--- src/rtl/mdio_pkg.sv ---
// Package: shared constants and types for the management bus master.
// Assumes the standard clause-22 frame layout; frame positions are
// derived here so every module agrees on them.
package mdio_pkg;

    localparam int BUS_W    = 32;
    localparam int RA_W     = 3;
    localparam int DATA_W   = 16;
    localparam int PHYA_W   = 5;
    localparam int REGA_W   = 5;
    localparam int PRE_LEN  = 32;

    // Frame layout: preamble, start, opcode, addresses, turnaround, data
    localparam int TA_POS    = PRE_LEN + 4 + PHYA_W + REGA_W;
    localparam int DATA_POS  = TA_POS + 2;
    localparam int FRAME_LEN = DATA_POS + DATA_W;

    // Register field positions
    localparam int PHY_LSB     = 8;
    localparam int REG_LSB     = 0;
    localparam int CFG_RST_BIT = 15;

    // Register word addresses
    localparam logic [RA_W-1:0] RA_CFG   = 3'd0;
    localparam logic [RA_W-1:0] RA_CMD   = 3'd1;
    localparam logic [RA_W-1:0] RA_ADDR  = 3'd2;
    localparam logic [RA_W-1:0] RA_WDATA = 3'd3;
    localparam logic [RA_W-1:0] RA_RDATA = 3'd4;
    localparam logic [RA_W-1:0] RA_IND   = 3'd5;

    // Frame codes
    localparam logic [1:0] SOF_CODE = 2'b01;
    localparam logic [1:0] OP_RD    = 2'b10;
    localparam logic [1:0] OP_WR    = 2'b01;
    localparam logic [1:0] TA_WR    = 2'b10;
    localparam logic [1:0] TA_RD    = 2'b11;

    // One transaction request handed from the register file to the shifter
    typedef struct packed {
        logic              is_read;
        logic [PHYA_W-1:0] phy;
        logic [REGA_W-1:0] regad;
        logic [DATA_W-1:0] data;
    } mdio_req_t;

endpackage

--- src/rtl/mdio_regs.sv ---
// Module: register file and start decode.
// Holds configuration, command, address, write-data and read-data
// registers and generates a one-cycle start pulse with a request.
// Assumes one write per cycle on a strobe and combinational read-back.
module mdio_regs
    import mdio_pkg::*;
#(
    parameter int DIV_W   = 8,
    parameter int DEF_DIV = 28
) (
    input  logic             clk,
    input  logic             rst_n,
    input  logic             bus_wen,
    input  logic [RA_W-1:0]  bus_addr,
    input  logic [BUS_W-1:0] bus_wdata,
    output logic [BUS_W-1:0] bus_rdata,
    input  logic             busy,
    input  logic [DATA_W-1:0] rd_result,
    input  logic             rd_done,
    output logic             start,
    output mdio_req_t        req,
    output logic [DIV_W-1:0] div_val,
    output logic             mgmt_rst
);

    logic              cfg_rst_q;
    logic [DIV_W-1:0]  cfg_div_q;
    logic              cmd_q;
    logic [PHYA_W-1:0] phy_q;
    logic [REGA_W-1:0] reg_q;
    logic [DATA_W-1:0] wdat_q;
    logic [DATA_W-1:0] rdat_q;

    logic accept;
    logic wr_cfg, wr_cmd, wr_addr, wr_wd;
    logic start_rd, start_wr;

    // Decode of the write strobe per register
    always_comb begin
        wr_cfg  = bus_wen && (bus_addr == RA_CFG);
        wr_cmd  = bus_wen && (bus_addr == RA_CMD);
        wr_addr = bus_wen && (bus_addr == RA_ADDR);
        wr_wd   = bus_wen && (bus_addr == RA_WDATA);
    end

    // Start conditions: idle, not held in management reset
    always_comb begin
        accept   = !busy && !cfg_rst_q;
        start_rd = accept && wr_cmd && bus_wdata[0] && !cmd_q;
        start_wr = accept && wr_wd;
        start    = start_rd || start_wr;
    end

    // Request presented to the shifter alongside the start pulse
    always_comb begin
        req.is_read = start_rd;
        req.phy     = phy_q;
        req.regad   = reg_q;
        req.data    = bus_wdata[DATA_W-1:0];
    end

    // Configuration register: always writable
    always_ff @(posedge clk) begin
        if (!rst_n) begin
            cfg_rst_q <= 1'b0;
            cfg_div_q <= DIV_W'(DEF_DIV);
        end else if (wr_cfg) begin
            cfg_rst_q <= bus_wdata[CFG_RST_BIT];
            cfg_div_q <= bus_wdata[DIV_W-1:0];
        end
    end

    // Command and write-data registers: only accepted while idle
    always_ff @(posedge clk) begin
        if (!rst_n) begin
            cmd_q  <= 1'b0;
            wdat_q <= '0;
        end else begin
            if (wr_cmd && accept) cmd_q  <= bus_wdata[0];
            if (wr_wd && accept)  wdat_q <= bus_wdata[DATA_W-1:0];
        end
    end

    // Address register: always writable, frame latches its own copy
    always_ff @(posedge clk) begin
        if (!rst_n) begin
            phy_q <= '0;
            reg_q <= '0;
        end else if (wr_addr) begin
            phy_q <= bus_wdata[PHY_LSB +: PHYA_W];
            reg_q <= bus_wdata[REG_LSB +: REGA_W];
        end
    end

    // Read-data register: loaded when a read frame completes
    always_ff @(posedge clk) begin
        if (!rst_n) rdat_q <= '0;
        else if (rd_done) rdat_q <= rd_result;
    end

    // Read-back multiplexer
    always_comb begin
        bus_rdata = '0;
        case (bus_addr)
            RA_CFG: begin
                bus_rdata[DIV_W-1:0]  = cfg_div_q;
                bus_rdata[CFG_RST_BIT] = cfg_rst_q;
            end
            RA_CMD:   bus_rdata[0] = cmd_q;
            RA_ADDR: begin
                bus_rdata[PHY_LSB +: PHYA_W] = phy_q;
                bus_rdata[REG_LSB +: REGA_W] = reg_q;
            end
            RA_WDATA: bus_rdata[DATA_W-1:0] = wdat_q;
            RA_RDATA: bus_rdata[DATA_W-1:0] = rdat_q;
            RA_IND:   bus_rdata[0] = busy;
            default:  bus_rdata = '0;
        endcase
    end

    assign div_val  = cfg_div_q;
    assign mgmt_rst = cfg_rst_q;

    wire unused_wdata = ^{bus_wdata[BUS_W-1:CFG_RST_BIT+1],
                          bus_wdata[CFG_RST_BIT-1:DIV_W]};

endmodule

--- src/rtl/mdio_clkgen.sv ---
// Module: MDC generator.
// Counts system clocks within one bit period, captures the divisor at
// frame start (values below 2 act as 2), and flags the last cycle of a
// period and the cycle in which MDC rises. MDC is low while not running.
module mdio_clkgen #(
    parameter int DIV_W = 8
) (
    input  logic             clk,
    input  logic             rst_n,
    input  logic             clr,
    input  logic             start,
    input  logic             run,
    input  logic [DIV_W-1:0] div_in,
    output logic             mdc,
    output logic             bit_end,
    output logic             rise
);

    logic [DIV_W-1:0] div_q;
    logic [DIV_W-1:0] cnt_q;
    logic [DIV_W-1:0] lo_len;
    logic [DIV_W-1:0] div_eff;

    // Clamp of the requested divisor and length of the low phase
    always_comb begin
        div_eff = (div_in < DIV_W'(2)) ? DIV_W'(2) : div_in;
        lo_len  = div_q - (div_q >> 1);
    end

    // Period markers and the clock itself, all from registered state
    always_comb begin
        bit_end = run && (cnt_q == div_q - DIV_W'(1));
        rise    = run && (cnt_q == lo_len - DIV_W'(1));
        mdc     = run && (cnt_q >= lo_len);
    end

    // Divisor capture and the in-period counter
    always_ff @(posedge clk) begin
        if (!rst_n || clr) begin
            div_q <= DIV_W'(2);
            cnt_q <= '0;
        end else if (start) begin
            div_q <= div_eff;
            cnt_q <= '0;
        end else if (run) begin
            cnt_q <= bit_end ? '0 : cnt_q + DIV_W'(1);
        end else begin
            cnt_q <= '0;
        end
    end

endmodule

--- src/rtl/mdio_frame.sv ---
// Module: frame shifter.
// Builds the 64-bit management frame at start, steps one bit per MDC
// period, drives or releases MDIO per bit, captures read data on MDC
// rising cycles and holds busy for one idle period after the last bit.
module mdio_frame
    import mdio_pkg::*;
(
    input  logic              clk,
    input  logic              rst_n,
    input  logic              clr,
    input  logic              start,
    input  mdio_req_t         req,
    input  logic              bit_end,
    input  logic              rise,
    input  logic              mdio_i,
    output logic              busy,
    output logic              mdio_o,
    output logic              mdio_oe,
    output logic [DATA_W-1:0] rd_result,
    output logic              rd_done
);

    localparam int BIDX_W = $clog2(FRAME_LEN + 1);
    localparam int POS_W  = $clog2(FRAME_LEN);
    localparam logic [BIDX_W-1:0] LAST_IDX = BIDX_W'(FRAME_LEN);
    localparam logic [BIDX_W-1:0] TA_IDX   = BIDX_W'(TA_POS);
    localparam logic [BIDX_W-1:0] DATA_IDX = BIDX_W'(DATA_POS);

    logic [FRAME_LEN-1:0] frame_q;
    logic [BIDX_W-1:0]    bidx_q;
    logic                 is_rd_q;
    logic [DATA_W-1:0]    sh_q;
    logic                 in_frame;
    logic                 capture;
    logic [POS_W-1:0]     pos;

    // Assemble the frame image for a request
    function automatic logic [FRAME_LEN-1:0] build_frame(input mdio_req_t r);
        build_frame = {{PRE_LEN{1'b1}}, SOF_CODE,
                       r.is_read ? OP_RD : OP_WR,
                       r.phy, r.regad,
                       r.is_read ? TA_RD : TA_WR,
                       r.is_read ? {DATA_W{1'b0}} : r.data};
    endfunction

    // Bit-position decode and output drive
    always_comb begin
        in_frame = busy && (bidx_q < LAST_IDX);
        pos      = POS_W'(FRAME_LEN - 1) - bidx_q[POS_W-1:0];
        mdio_o   = in_frame && frame_q[pos];
        mdio_oe  = in_frame && (!is_rd_q || (bidx_q < TA_IDX));
        capture  = in_frame && is_rd_q && rise && (bidx_q >= DATA_IDX);
        rd_done  = busy && bit_end && is_rd_q && (bidx_q == LAST_IDX);
    end

    // Frame sequencing and busy flag
    always_ff @(posedge clk) begin
        if (!rst_n || clr) begin
            busy    <= 1'b0;
            bidx_q  <= '0;
            is_rd_q <= 1'b0;
            frame_q <= '0;
        end else if (start) begin
            busy    <= 1'b1;
            bidx_q  <= '0;
            is_rd_q <= req.is_read;
            frame_q <= build_frame(req);
        end else if (busy && bit_end) begin
            if (bidx_q == LAST_IDX) begin
                busy   <= 1'b0;
                bidx_q <= '0;
            end else begin
                bidx_q <= bidx_q + BIDX_W'(1);
            end
        end
    end

    // Read-data shift register, MSB first
    always_ff @(posedge clk) begin
        if (!rst_n || clr) sh_q <= '0;
        else if (capture)  sh_q <= {sh_q[DATA_W-2:0], mdio_i};
    end

    assign rd_result = sh_q;

endmodule

--- src/rtl/mdio_master.sv ---
// Module: management bus master top.
// Ties the register file, the MDC generator and the frame shifter
// together. Assumes an external tri-state pad built from mdio_o/mdio_oe.
// DIV_W must stay below the management-reset bit position (15).
module mdio_master
    import mdio_pkg::*;
#(
    parameter int DIV_W   = 8,
    parameter int DEF_DIV = 28
) (
    input  logic             clk,
    input  logic             rst_n,
    input  logic             bus_wen,
    input  logic [RA_W-1:0]  bus_addr,
    input  logic [BUS_W-1:0] bus_wdata,
    output logic [BUS_W-1:0] bus_rdata,
    output logic             mdc,
    input  logic             mdio_i,
    output logic             mdio_o,
    output logic             mdio_oe
);

    logic              busy;
    logic              start;
    mdio_req_t         req;
    logic [DIV_W-1:0]  div_val;
    logic              mgmt_rst;
    logic              bit_end;
    logic              rise;
    logic [DATA_W-1:0] rd_result;
    logic              rd_done;

    mdio_regs #(.DIV_W(DIV_W), .DEF_DIV(DEF_DIV)) u_regs (
        .clk       (clk),
        .rst_n     (rst_n),
        .bus_wen   (bus_wen),
        .bus_addr  (bus_addr),
        .bus_wdata (bus_wdata),
        .bus_rdata (bus_rdata),
        .busy      (busy),
        .rd_result (rd_result),
        .rd_done   (rd_done),
        .start     (start),
        .req       (req),
        .div_val   (div_val),
        .mgmt_rst  (mgmt_rst)
    );

    mdio_clkgen #(.DIV_W(DIV_W)) u_clk (
        .clk     (clk),
        .rst_n   (rst_n),
        .clr     (mgmt_rst),
        .start   (start),
        .run     (busy),
        .div_in  (div_val),
        .mdc     (mdc),
        .bit_end (bit_end),
        .rise    (rise)
    );

    mdio_frame u_frame (
        .clk       (clk),
        .rst_n     (rst_n),
        .clr       (mgmt_rst),
        .start     (start),
        .req       (req),
        .bit_end   (bit_end),
        .rise      (rise),
        .mdio_i    (mdio_i),
        .busy      (busy),
        .mdio_o    (mdio_o),
        .mdio_oe   (mdio_oe),
        .rd_result (rd_result),
        .rd_done   (rd_done)
    );

endmodule

--- config.mk ---
export PLATFORM = sky130hd
export DESIGN_NAME = mdio_master
export DESIGN_NICKNAME = d
export VERILOG_FILES = /design/src/rtl/mdio_pkg.sv /design/src/rtl/mdio_regs.sv /design/src/rtl/mdio_clkgen.sv /design/src/rtl/mdio_frame.sv /design/src/rtl/mdio_master.sv
export SDC_FILE = /design/constraint.sdc
export NUM_CORES = 1
export LEC_CHECK = 0
export BUFFER_PORTS_ARGS = -buffer_cell sky130_fd_sc_hd__buf_2
export CORE_MARGIN = 2
export CORE_UTILIZATION = 60
export CTS_BUF_LIST = sky130_fd_sc_hd__clkbuf_8
export DETAILED_ROUTE_END_ITERATION = 8
export HOLD_SLACK_MARGIN = 0.1
export PLACE_DENSITY = 0.82
export REMOVE_ABC_BUFFERS = 1
export SYNTH_ARGS = -nofsm -noshare
export SYNTH_HDL_FRONTEND = slang
export SYNTH_SLANG_ARGS = --single-unit
--- constraint.sdc ---
create_clock -name clk -period 9.5 [get_ports clk]
set_input_delay 0.95 -clock clk [delete_from_list [all_inputs] [get_ports clk]]
set_output_delay 0.95 -clock clk [all_outputs]
set_load 0.05 [all_outputs]
# Yosys cells after proc, flatten, opt, wreduce, memory -nomap -nowiden
# Index checks and enable logic that the tools add are counted.
[op_classes]
addsub = 6
magnitude_cmp = 6
n_eq_ne = 8
n_mux = 16
bitwise = 1
n_reduce_logical = 35
[op_table]
columns = ["operator", "count"]
rows = [
  ["$logic_and A1 B1 Y1", 21],
  ["$eq A8 B8 Y1", 2],
  ["$mux W16", 1],
  ["$pmux W4 S4", 1],
  ["$sub A8 B1 Y8 const B", 2],
  ["$pmux W5 S3", 1],
  ["$pmux W3 S3", 1],
  ["$add A8 B1 Y8 const B", 1],
  ["$ge A8 B8 Y1", 1],
  ["$lt A8 B2 Y1 const B", 1],
  ["$mux W8", 1],
  ["$sub A8 B7 Y8", 1],
  ["$add A7 B1 Y7 const B", 1],
  ["$eq A7 B7 Y1 const B", 1],
  ["$ge A7 B6 Y1 const B", 1],
  ["$lt A6 B7 Y1 const B", 1],
  ["$lt A7 B6 Y1 const B", 1],
  ["$lt A7 B7 Y1 const B", 1],
  ["$mux W7", 1],
  ["$bmux W1 S6", 1],
  ["$eq A3 B2 Y1 const B", 2],
  ["$eq A3 B3 Y1 const B", 2],
  ["$pmux W1 S6", 1],
  ["$sub A6 B6 Y6 const A", 1],
  ["13 further kinds", 24],
]
[word_totals]
register_bits = 124
input_bits = 39
out_inout_bits = 35
word_cells = 86

# Longest topological paths before layout
# Gate-level depths: netlist of the first run.
[depth]
ltp_word = 8
mapped_depth = 13
depth_no_buf = 12

# By module
# From an unflattened synthesis of the first run, not the netlist that was laid out.
[unflattened]
cells_unflattened = 744
hier_area_um2 = 6780.3
[modules_own_cells]
columns = ["mod", "n_inst", "cells_per_inst", "area_each_um2", "seq_area_each_um2"]
rows = [
  ["mdio_regs", 1, 310, 2745.1, 1041.0],
  ["mdio_frame", 1, 230, 2248.4, 1061.0],
  ["mdio_clkgen", 1, 204, 1786.7, 320.3],
]

# Worst setup path before layout of the first run
# Ideal clock, no wire load.
[synth_timing]
kind = "input to output"
start = "in bus_addr[1]"
end = "out bus_rdata[10]"
arrival_time_ns = 2.857
t_required_ns = 8.550
slack_ns = 5.693
stages = 5
n_path_buf = 2
path_cell_list = "clkbuf_1 nor2b_1 clkbuf_1 a22oi_1 o21ai_0"
[synth_between]
elab_chain_len = 2
word_cells_on_any_way = 4
classes_between = "eq/ne: 3; mux: 1"
[synth_lines]
columns = ["item", "line", "rtl"]
rows = [
  ["start: declaration", "mdio_master.sv:14", "input logic [RA_W-1:0] bus_addr,"],
  ["$eq A3 B3 Y1 or $eq A3 B2 Y1 (tied branches)", "mdio_regs.sv:104", "case (bus_addr)"],
  ["$pmux W5 S3 *", "mdio_regs.sv:104", ""],
  ["end: declaration", "mdio_master.sv:16", "output logic [BUS_W-1:0] bus_rdata,"],
]
# Every way passes the cells marked *; elsewhere a longest branch is shown, timed or not.

# Worst setup path after layout of the first run
[layout_timing]
start = "reg u_clk.div_q[3]"
end = "out mdc"
[layout_between]
elab_chain_len = 3
[layout_lines]
columns = ["item", "line", "rtl"]
rows = [
  ["start: declaration", "mdio_clkgen.sv:19", "logic [DIV_W-1:0] div_q;"],
  ["start signal: assignment", "mdio_clkgen.sv:43", "div_q <= div_eff;"],
  ["$sub A8 B7 Y8", "mdio_clkgen.sv:27", "lo_len = div_q - (div_q >> 1);"],
  ["$ge A8 B8 Y1", "mdio_clkgen.sv:34", "mdc = run && (cnt_q >= lo_len);"],
  ["$logic_and A1 B1 Y1", "mdio_clkgen.sv:34", ""],
  ["end: declaration", "mdio_master.sv:17", "output logic mdc,"],
]
# Every way passes these cells.

==> results of run 1 <==
per-layer routing:
metal | GRT usage | up-vias | part of all wire | wire (microns)
met5 | 0 | - | 0 | 0
met4 | 0.0930 | 0 | 0.017 | 245
met3 | 0.0625 | 27 | 0.075 | 1090
met2 | 0.429 | 212 | 0.47 | 6830
met1 | 0.371 | 2502 | 0.44 | 6310
li1 | - | 2480 | - | -
cell families after synthesis:
logic type	count (synthesis)
AO/OA/AOI/OAI	156
XOR/XNOR	40
adder cells (fa/ha/maj)	27
buffers and inverters	75
flip-flops	121
multiplexers	35
other	1
AND/OR/NAND/NOR	263
sequential cells by signal, summed over array words and instances (netlist names), 5 cells and up:
register / cells
u_frame.frame_q: 29
u_frame.rd_result: 16
u_regs.rdat_q: 16
u_regs.wdat_q: 16
u_clk.cnt_q: 8
u_clk.div_q: 8
u_regs.div_val: 8
u_frame.bidx_q: 7
u_regs.phy_q: 5
u_regs.reg_q: 5
per-stage QoR:
stage               hold slack (ps)  setup WS [ps]  instances
floorplan                       430           5790        677
global placement                441           5400        858
detailed placement              447           5360        858
CTS                             456           4940        890
global route                    470           4640        890
finish                          457           4940        890
power groups by stage:
stage,logic (mW),registers [mW],clock network (mW)
2_1_floorplan,0.100,0.529,0
3_3_place_gp,0.130,0.531,0
3_5_place_dp,0.135,0.531,0
4_1_cts,0.135,0.520,0.488
5_1_grt,0.151,0.520,0.512
6_report,0.138,0.520,0.483
placed cells by master (no fill, tap or decap), drive strengths merged, types with 21 or more instances in the layout:
cell	instances
nand2	165
xnor2	23
ha	26
inv	21
a21boi	50
dfxtp	121
a21oi	31
buf	45
mux2i	25
nor2	30
o21ai	25
worst reg2reg max path, stage by stage, from the launching register on:
cell and delay [ps]:
dfxtp_1 370, inv_1 90, ha_1 240, fa_1 420
xnor2_1 460, nand3_2 240, xor2_2 210, xnor2_1 150
nor3b_1 200, o211ai_1 160, a311oi_4 320, buf_4 340
mux2i_1 250
area by class of cell:
cell class	count	area, sq um
Tap cell	136	170
Timing Repair Buffer	45	235
Inverter	19	71.3
Clock buffer	20	275
Clock inverter	12	150
Multi-Input combinational cell	537	3480
Sequential cell	121	2420
Fill cell	828	3380
worst paths after layout:
| check | slack, ps | depth (start not counted) | to | from |
|---|---|---|---|---|
| worst max-delay path | 4940 | 13 | mdc | u_clk.div_q[3] |
| worst min-delay path | 460 | 2 | u_frame.frame_q[2] | u_frame.frame_q[2] |
| worst max register to register | 6000 | 12 | u_frame.rd_result[10] | u_clk.div_q[0] |
| worst min register to register | 460 | 2 | u_frame.frame_q[2] | u_frame.frame_q[2] |
==> metrics.cfg, run 1 <==
[clock_network]
cts_buffers = 17
cts-root-buf = clkbuf_8
post_cts_buffers = 0
cts_hold_buf = 0
cts_sinks = 121
clock_latency_ps = 440
cts.path.max_buffers = 2
cts_tree = yes
clk_pin_slew_ps = 70
cts_max_level = 4
cts_resized = 0

[yosys]
synth_area_leaders = dfxtp_1 39%, nand2_1 10%, a21boi_0 5.9%
syn_area_per_cell_sq_um = 8.63
syn_area_sq_um = 6200
synthesis.instances = 718
synth_top_cell_by_area = dfxtp_1
ys_seq_area_frac = 0.391
yosysMostFrequentCell = nand2_1
synth_edf_count = 0
ys_seq_elements = 121
synth_warnings = 0
synthDistinctLibCells = 62
yosys.area_share.adder = 0.0557
synth-simple-area-share = 0.190
ys.flop_type = dfxtp_1
synth_xor_area_frac = 0.0578
synth_top_area_frac = 0.391
async_reset_ff_frac = 0
synth_top_family_by_area = simple AND/OR/NAND/NOR gates
synth-compound-area-share = 0.173
synthMuxAreaShare = 0.0749
synth_commonest_cells = 165 x nand2_1, 121 x dfxtp_1, 49 x a21boi_0

[sta]
rsz0062_at_grt = false
finalSetupViolations = 0
period_share = 0.481
finClkSkew_ps = 7.48
fmax_ghz = 0.219
finalSetupTns_ps = 0
maxSlewViolCount = 0
slew_headroom = 0.360
finalCriticalPeriod_ps = 4560
hold_viol = 0
worst_pin_slew_ps = 960

[power_and_ir_drop]
power_mw = 1.14
cellInternalPower_uw = 839
clock_power_share = 0.424
pwr-share-seq = 0.456
p_sw_uw = 302
p_leak_nw = 2.56
p_comb_frac = 0.121
peakVddDrop_mv = 0.158
p_sw_frac = 0.265
power_density_nw_per_um2 = 168

[critical_path]
max_stage_delay_ps = 410
path_cells = inv_1 -> ha_1 -> nor3_2 -> nor3_1 -> xnor2_1 -> inv_1 -> ha_1 -> a21oi_1 -> nor2b_1 -> o31ai_1 -> a21oi_1 -> nand3b_1 -> buf_2
worstPathArrival_ps = 3610
critPathMaxFanout = 6
critPathRequiredTime_ps = 8550
crit_family = simple AND/OR/NAND/NOR gates
crit_buf_inv = 3
cp_slowest_cell = xnor2_1
cp-end-kind = output port
criticalPathCategory = reg2out
cp-start-kind = flip-flop

[global_route]
grt_first_pass_wirelength_mm = 23.9
grt_usage = 0.273
overflow = 0
antenna_found_initial = 0
grt_max_degree = 55
grt_pass1_vias = 4939

[job]
maxCapViolations = 0

[routing]
drtPass1Iterations = 6
wl_mm = 14.5
drc = 0
num_vias = 5221
drtIter0Drc = 524
vias_per_cell = 5.87
postRouteAntennaNets = 0
wl_per_cell_microns = 16.3

[final_layout]
post-route-util = 0.668
drive_above_1_share = 0.127
diodes = 0
finalInstanceArea_sq_um = 6800
nets = 807
area_delta_synth_final_pct = 9.79

[die]
rows = 37
dieArea_sq_um = 11200
ioPinCount = 74
start_util = 0.608
die_y_microns = 106
design.core.area_sq_um = 10200
die_x_microns = 106

[place]
place_congestion = 0.853
hpwl_mm = 10.4
post_dp_cell_area_sq_um = 6380
io_buffers = 41

[min_path]
worstHoldPathType = reg2reg

[status]
status = completed

Note: power is estimated with default switching activity, not from simulation.
==> run 2, diff against run 1 <==
--- a/config.mk
+++ b/config.mk
@@ -5,6 +5,7 @@
 export SDC_FILE = /design/constraint.sdc
 export NUM_CORES = 1
 export LEC_CHECK = 0
+export ABC_AREA = 1
 export BUFFER_PORTS_ARGS = -buffer_cell sky130_fd_sc_hd__buf_2
 export CORE_MARGIN = 2
 export CORE_UTILIZATION = 60
==> constraint.sdc (replaced) <==
create_clock -name clk -period 4.6 [get_ports clk]
set_input_delay 0.46 -clock clk [delete_from_list [all_inputs] [get_ports clk]]
set_output_delay 0.46 -clock clk [all_outputs]
set_load 0.05 [all_outputs]
==> run 2 against run 1 <==
Synthesized cell count rose by 31%; sequential share of layout area fell by 1.5 points; clock skew rose by 6.3 ps; critical endpoint unchanged; largest cell class unchanged; highest routed layer unchanged.
==> metrics.cfg, run 2 <==
[final_layout]
multi_input_area_sq_um = 3330  ; -4.4%
drive_above_1_share = 0.0985  ; -0.0288
area_delta_synth_final_pct = 9.41
nets = 1040  ; +29%
instances_no_fill = 1121  ; +26%
mostFrequentLayoutCells = 243 x nand2_1, 128 x inv_1, 121 x dfxtp_1, 115 x nor2_1, 61 x a21oi_1
finalInstanceArea_sq_um = 7100  ; +4.3%
regMostFlops = u_frame.frame_q
largest_reg_flops = 29  ; unchanged
fillers = 911  ; +10%
layout_commonest_cell = nand2_1
seqCellArea_sq_um = 2420  ; unchanged
diodes = 0  ; unchanged

[die]
design.core.area_sq_um = 10400  ; +2.3%
die_y_microns = 108  ; +2.2%
rows = 37  ; unchanged
dieArea_sq_um = 11700  ; +4.5%
start_util = 0.623  ; +0.0145
die_x_microns = 108  ; +2.2%
ioPinCount = 74  ; unchanged

[clock_network]
cts_tree = yes
cts_hold_buf = 0  ; unchanged
cts.path.max_buffers = 2  ; unchanged
clock_latency_ps = 440  ; about the same
cts_max_level = 4  ; unchanged
post_cts_buffers = 0  ; unchanged
cts_sinks = 121  ; unchanged
clk_pin_slew_ps = 80  ; about the same
cts_buffers = 17  ; unchanged
cts-root-buf = clkbuf_8
cts_resized = 0  ; unchanged

[routing]
postRouteAntennaNets = 0  ; unchanged
wl_per_cell_microns = 13.8  ; -15%
wl_mm = 15.5  ; +7.0%
drtIter0Drc = 415  ; -21%
vias_per_cell = 5.30  ; -9.7%
num_vias = 5936  ; +14%
drc = 0  ; unchanged
drtPass1Iterations = 6  ; unchanged

[sta]
period_share = 0.749
maxSlewViolCount = 0  ; unchanged
worst_pin_slew_ps = 979  ; +19.3 ps
hold_viol = 0  ; unchanged
rsz0062_at_grt = false
finalSetupViolations = 0  ; unchanged
slew_headroom = 0.347  ; -0.0132
post-route-worst-setup-slack_ps = 1150  ; -3780 ps
finalSetupTns_ps = 0  ; unchanged
finClkSkew_ps = 13.7  ; +6.26 ps
finalCriticalPeriod_ps = 3450
holdWs_ps = 250  ; -207 ps
fmax_ghz = 0.290

[global_route]
gr-usage-met1 = 0.356  ; -0.0153
use_met2 = 0.459  ; +0.0296
grt_first_pass_wirelength_mm = 25.7  ; +7.5%
grt_pass1_vias = 5538  ; +12%
antenna_found_initial = 0  ; unchanged
grt_usage = 0.280  ; +0.00674
grt-busiest-layer = met2
grt_max_degree = 37  ; -33%
overflow = 0  ; unchanged
globalRouteMet3Util = 0.0621  ; -0.000376

[critical_path]
cp-start-kind = flip-flop
path_cells = inv_2 -> ha_1 -> fa_1 -> ha_1 -> a21oi_1 -> nor2_1 -> o21ai_0 -> nand2_1 -> nand2_1 -> nand2_1 -> nand2_1 -> nand3_1 -> a21oi_1 -> nor2_1 -> buf_2
crit_start = u_clk.div_q[0]
regToRegStartpoint = u_clk.div_q[0]
critPathRequiredTime_ps = 4140  ; -4410 ps
cp_common_cell = nand2_1
critPathMaxFanout = 4  ; -2
max_stage_delay_ps = 490  ; +80 ps
cp_slowest_cell = fa_1
cp-end-kind = output port
criticalPathCategory = reg2out
worstPathArrival_ps = 2990  ; -620 ps

[yosys]
synth_area_leaders = dfxtp_1 37%, nand2_1 14%, inv_1 7.4%
synth_commonest_cells = 243 x nand2_1, 128 x inv_1, 121 x dfxtp_1
syn_area_per_cell_sq_um = 6.87  ; -20%
ys.flop_type = dfxtp_1
synth_warnings = 0  ; unchanged
ys_seq_elements = 121  ; unchanged
synth_edf_count = 0  ; unchanged
synthDistinctLibCells = 43  ; -31%
ys_seq_area_frac = 0.373  ; -0.0176
async_reset_ff_frac = 0  ; unchanged
synthesis.instances = 944  ; +31%
synth_top_area_frac = 0.373  ; -0.0176
syn_area_sq_um = 6490  ; +4.7%
yosysMostFrequentCell = nand2_1
synth_top_cell_by_area = dfxtp_1

[min_path]
worstHoldStart = mdio_i
worstHoldPathType = in2reg

[job]
maxCapViolations = 0  ; unchanged

[power_and_ir_drop]
p_leak_nw = 3.28  ; +28%
power_density_nw_per_um2 = 349  ; +110%
peakVddDrop_mv = 0.358  ; +130%

[place]
hpwl_mm = 10.9  ; +4.1%
io_buffers = 41  ; unchanged
place_ws_ps = 1460  ; -3900 ps
dp.cells = 1091  ; +27%
place_congestion = 0.915  ; +7.3%
post_dp_cell_area_sq_um = 6650  ; +4.3%

[status]
status = completed

run 2: critical path: cells and delay by family, from the launching register on:
| kind | cells | cell delay (ps) |
|---|---|---|
| compound gates | 3 | 480 |
| fa+ha+maj | 3 | 1010 |
| buf+inv | 2 | 280 |
| flops | 1 | 370 |
| simple gates | 7 | 440 |
run 2: final timing paths:
path,to,slack (ps),cells past startpoint
worst max-delay path,mdc,1150,15
worst min-delay path,u_frame.rd_result[0],250,3
worst max register to register,u_frame.rd_result[12],1460,15
worst min register to register,u_regs.wdat_q[12],470,2
run 2: kinds of logic after synthesis:
logic type / synth area share
flops: 0.373
xor+xnor: 0.0311
simple gates: 0.275
compound gates: 0.144
buf+inv: 0.122
fa+ha+maj: 0.0532
other cells: 0.000578
run 2: power by group:
part | internal [mW] | switching (mW)
clock network | 0.654 | 0.431
registers | 1.06 | 0.0106
logic | 0.0899 | 0.229
total | 1.81 | 0.671
run 2: layer usage:
layer  up-vias  routed length, microns
li1       3048                       -
met1      2679                    6870
met2       175                    7340
met3        34                     926
met4         0                     365
met5         -                       0
run 2: final cells by class:
cell class / count / area share
Tap cell: 136 / 0.0240
Multi-Input combinational cell: 655 / 0.469
Clock inverter: 12 / 0.0282
Inverter: 136 / 0.0719
Sequential cell: 121 / 0.341
Clock buffer: 18 / 0.0349
Timing Repair Buffer: 43 / 0.0310
run 2: per-stage QoR:
step / utilization / total power [mW]
after global placement: 0.638 / 1.41
after CTS: 0.681 / 2.48
after global routing: 0.681 / 2.57
final: 0.681 / 2.48
after floorplan: - / 1.34
after detailed placement: 0.638 / 1.41
==> run 3, diff against run 2 <==
==> constraint.sdc (replaced) <==
create_clock -name clk -period 3.5 [get_ports clk]
set_input_delay 0.35 -clock clk [delete_from_list [all_inputs] [get_ports clk]]
set_output_delay 0.35 -clock clk [all_outputs]
set_load 0.05 [all_outputs]
==> run 3 against run 2 <==
Wire length grew 0.39%; non-clock buffer count is 7 higher; clock skew down 0.95 ps; sequential power grew 32%; global-route usage is 0.34 points higher; flip-flop and latch count unchanged; register-to-register slack got worse by 740 ps; critical path depth unchanged; final cell count up 0.80%; clock power is 28% higher; worst hold slack got worse by 120 ps; clock-buffer cell count is 1 higher.
==> metrics.cfg, run 3 (synthesized netlist as in run 2, its figures left out) <==
[power_and_ir_drop]
p_sw_frac = 0.276  ; +0.00541
p_leak_nw = 3.31  ; +1.1%
clock_power_share = 0.429  ; -0.009
cellInternalPower_mw = 2.33  ; +29%
power_density_nw_per_um2 = 449  ; +29%
power_mw = 3.22  ; +30%
pwr-share-seq = 0.438  ; +0.005
p_sw_uw = 888  ; +32%
peakVddDrop_mv = 0.388  ; +8.5%
p_comb_frac = 0.133  ; +0.004

[clock_network]
cts_sinks = 121  ; unchanged
cts_max_level = 4  ; unchanged
clk_pin_slew_ps = 70  ; about the same
cts_hold_buf = 0  ; unchanged
cts_buffers = 17  ; unchanged
cts_tree = yes
cts_resized = 0  ; unchanged
cts.path.max_buffers = 2  ; unchanged
post_cts_buffers = 0  ; unchanged
cts-root-buf = clkbuf_8
clock_latency_ps = 450  ; about the same

[critical_path]
max_stage_delay_ps = 560  ; +70 ps
criticalPathCategory = reg2out
critPathMaxFanout = 4  ; unchanged
regToRegStartpoint = u_clk.div_q[0]
r2r_slack_ps = 720  ; -740 ps
path_cells = inv_2 -> ha_2 -> fa_2 -> ha_1 -> a21oi_1 -> nor2_1 -> o21ai_0 -> nand2_1 -> nand2_1 -> nand2_1 -> nand2_1 -> nand3_1 -> a21oi_2 -> nor2_1 -> buf_4
cp_slowest_cell = fa_2
worstPathArrival_ps = 2920  ; -70 ps
critPathRequiredTime_ps = 3150  ; -990 ps
worst_r2r_path_depth = 18  ; +3
cp_common_cell = nand2_1
cp-start-kind = flip-flop
cp-end-kind = output port
reg2reg_to = u_frame.rd_result[9]

[global_route]
antenna_found_initial = 0  ; unchanged
grt_pass1_vias = 5539  ; +0.018%
overflow = 0  ; unchanged
grt_usage = 0.283  ; +0.00335
grt_max_degree = 36  ; -2.7%
grt_first_pass_wirelength_mm = 25.8  ; +0.56%

[final_layout]
fillers = 897  ; -1.5%
seqCellArea_sq_um = 2420  ; about the same
largest_reg_flops = 29  ; unchanged
area_delta_synth_final_pct = 10.3
mostFrequentLayoutCells = 243 x nand2_1, 131 x inv_1, 120 x dfxtp_1, 114 x nor2_1, 60 x a21oi_1
finalInstanceArea_sq_um = 7160  ; +0.85%
diodes = 0  ; unchanged
instances_no_fill = 1130  ; +0.80%
drive_above_1_share = 0.109  ; +0.0102
multi_input_area_sq_um = 3340  ; +0.34%
regMostFlops = u_frame.frame_q
layout_commonest_cell = nand2_1
nets = 1047  ; +0.67%

[place]
post_dp_cell_area_sq_um = 6700  ; +0.79%
io_buffers = 41  ; unchanged
place_congestion = 0.952  ; +4.0%
dp.cells = 1098  ; +0.64%
hpwl_mm = 11.0  ; +1.3%

[routing]
wl_mm = 15.6  ; +0.39%
wl_per_cell_microns = 13.8  ; -0.41%
num_vias = 5972  ; +0.61%
drtIter0Drc = 382  ; -8.0%
drtPass1Iterations = 5  ; -1
postRouteAntennaNets = 0  ; unchanged
vias_per_cell = 5.28  ; -0.19%
drc = 0  ; unchanged

[min_path]
worstHoldStart = mdio_i
whs_path_depth = 3  ; unchanged
worstHoldPathType = in2reg
holdPathEnd = u_frame.rd_result[0]

[sta]
finalCriticalPeriod_ps = 3270
maxSlewViolCount = 0  ; unchanged
finalSetupTns_ps = 0  ; unchanged
finClkSkew_ps = 12.8  ; -0.947 ps
period_share = 0.935
rsz0062_at_grt = false
fmax_ghz = 0.306
finalSetupViolations = 0  ; unchanged
hold_viol = 0  ; unchanged
holdWs_ps = 126  ; -124 ps
slew_headroom = 0.613  ; +0.266
worst_pin_slew_ps = 579  ; -400 ps

[job]
maxCapViolations = 0  ; unchanged

[die]
start_util = 0.623  ; unchanged
rows = 37  ; unchanged
design.core.area_sq_um = 10400  ; unchanged
die_x_microns = 108  ; unchanged
dieArea_sq_um = 11700  ; unchanged
ioPinCount = 74  ; unchanged
die_y_microns = 108  ; unchanged

[status]
status = completed

run 3: power by group through the flow:
stage               clock network [mW]  logic (mW)  registers [mW]
detailed placement                   0       0.419            1.44
global route                      1.46       0.480            1.41
global placement                     0       0.411            1.44
CTS                               1.39       0.422            1.41
finish                            1.38       0.428            1.41
floorplan                            0       0.317            1.44
run 3: critical path: cells and delay by family, from the launching register on:
| kind | cells | cell delay (ps) |
|---|---|---|
| adders and majority gates | 3 | 990 |
| AOI/OAI and AO/OA | 3 | 450 |
| and+or+nand+nor | 7 | 440 |
| DFF | 1 | 350 |
| buffers and inverters | 2 | 240 |
run 3: metal layers:
layer | share of wire | track usage | vias up
li1 | - | - | 3068
met1 | 0.44 | 0.357 | 2688
met2 | 0.48 | 0.480 | 193
met3 | 0.068 | 0.0573 | 23
met4 | 0.019 | 0.104 | 0
met5 | 0 | 0 | -
run 3: how the worst max path moves through the flow:
stage / slack, ps / end / startpoint
final: 230 / mdc / u_clk.div_q[0]
after global placement: 640 / mdc / u_clk.div_q[0]
after floorplan: 600 / mdc / u_clk.div_q[0]
after CTS: 120 / mdc / u_clk.div_q[0]
after global routing: 20 / mdc / u_clk.div_q[2]
after detailed placement: 630 / mdc / u_clk.div_q[0]
run 3: through the flow:
| step | setup WS [ps] | utilization |
|---|---|---|
| after detailed placement | 625 | 0.643 |
| after CTS | 122 | 0.686 |
| after floorplan | 601 | - |
| after global routing | 23.8 | 0.687 |
| final | 227 | 0.687 |
| after global placement | 637 | 0.643 |
run 3: layout make-up:
type	instances	area share
clock buffers	19	0.0365
inverters	136	0.0713
well taps	136	0.0238
clock inverters	13	0.0250
flip-flops and latches	121	0.339
multi-input cells	655	0.466
repair buffers	50	0.0385
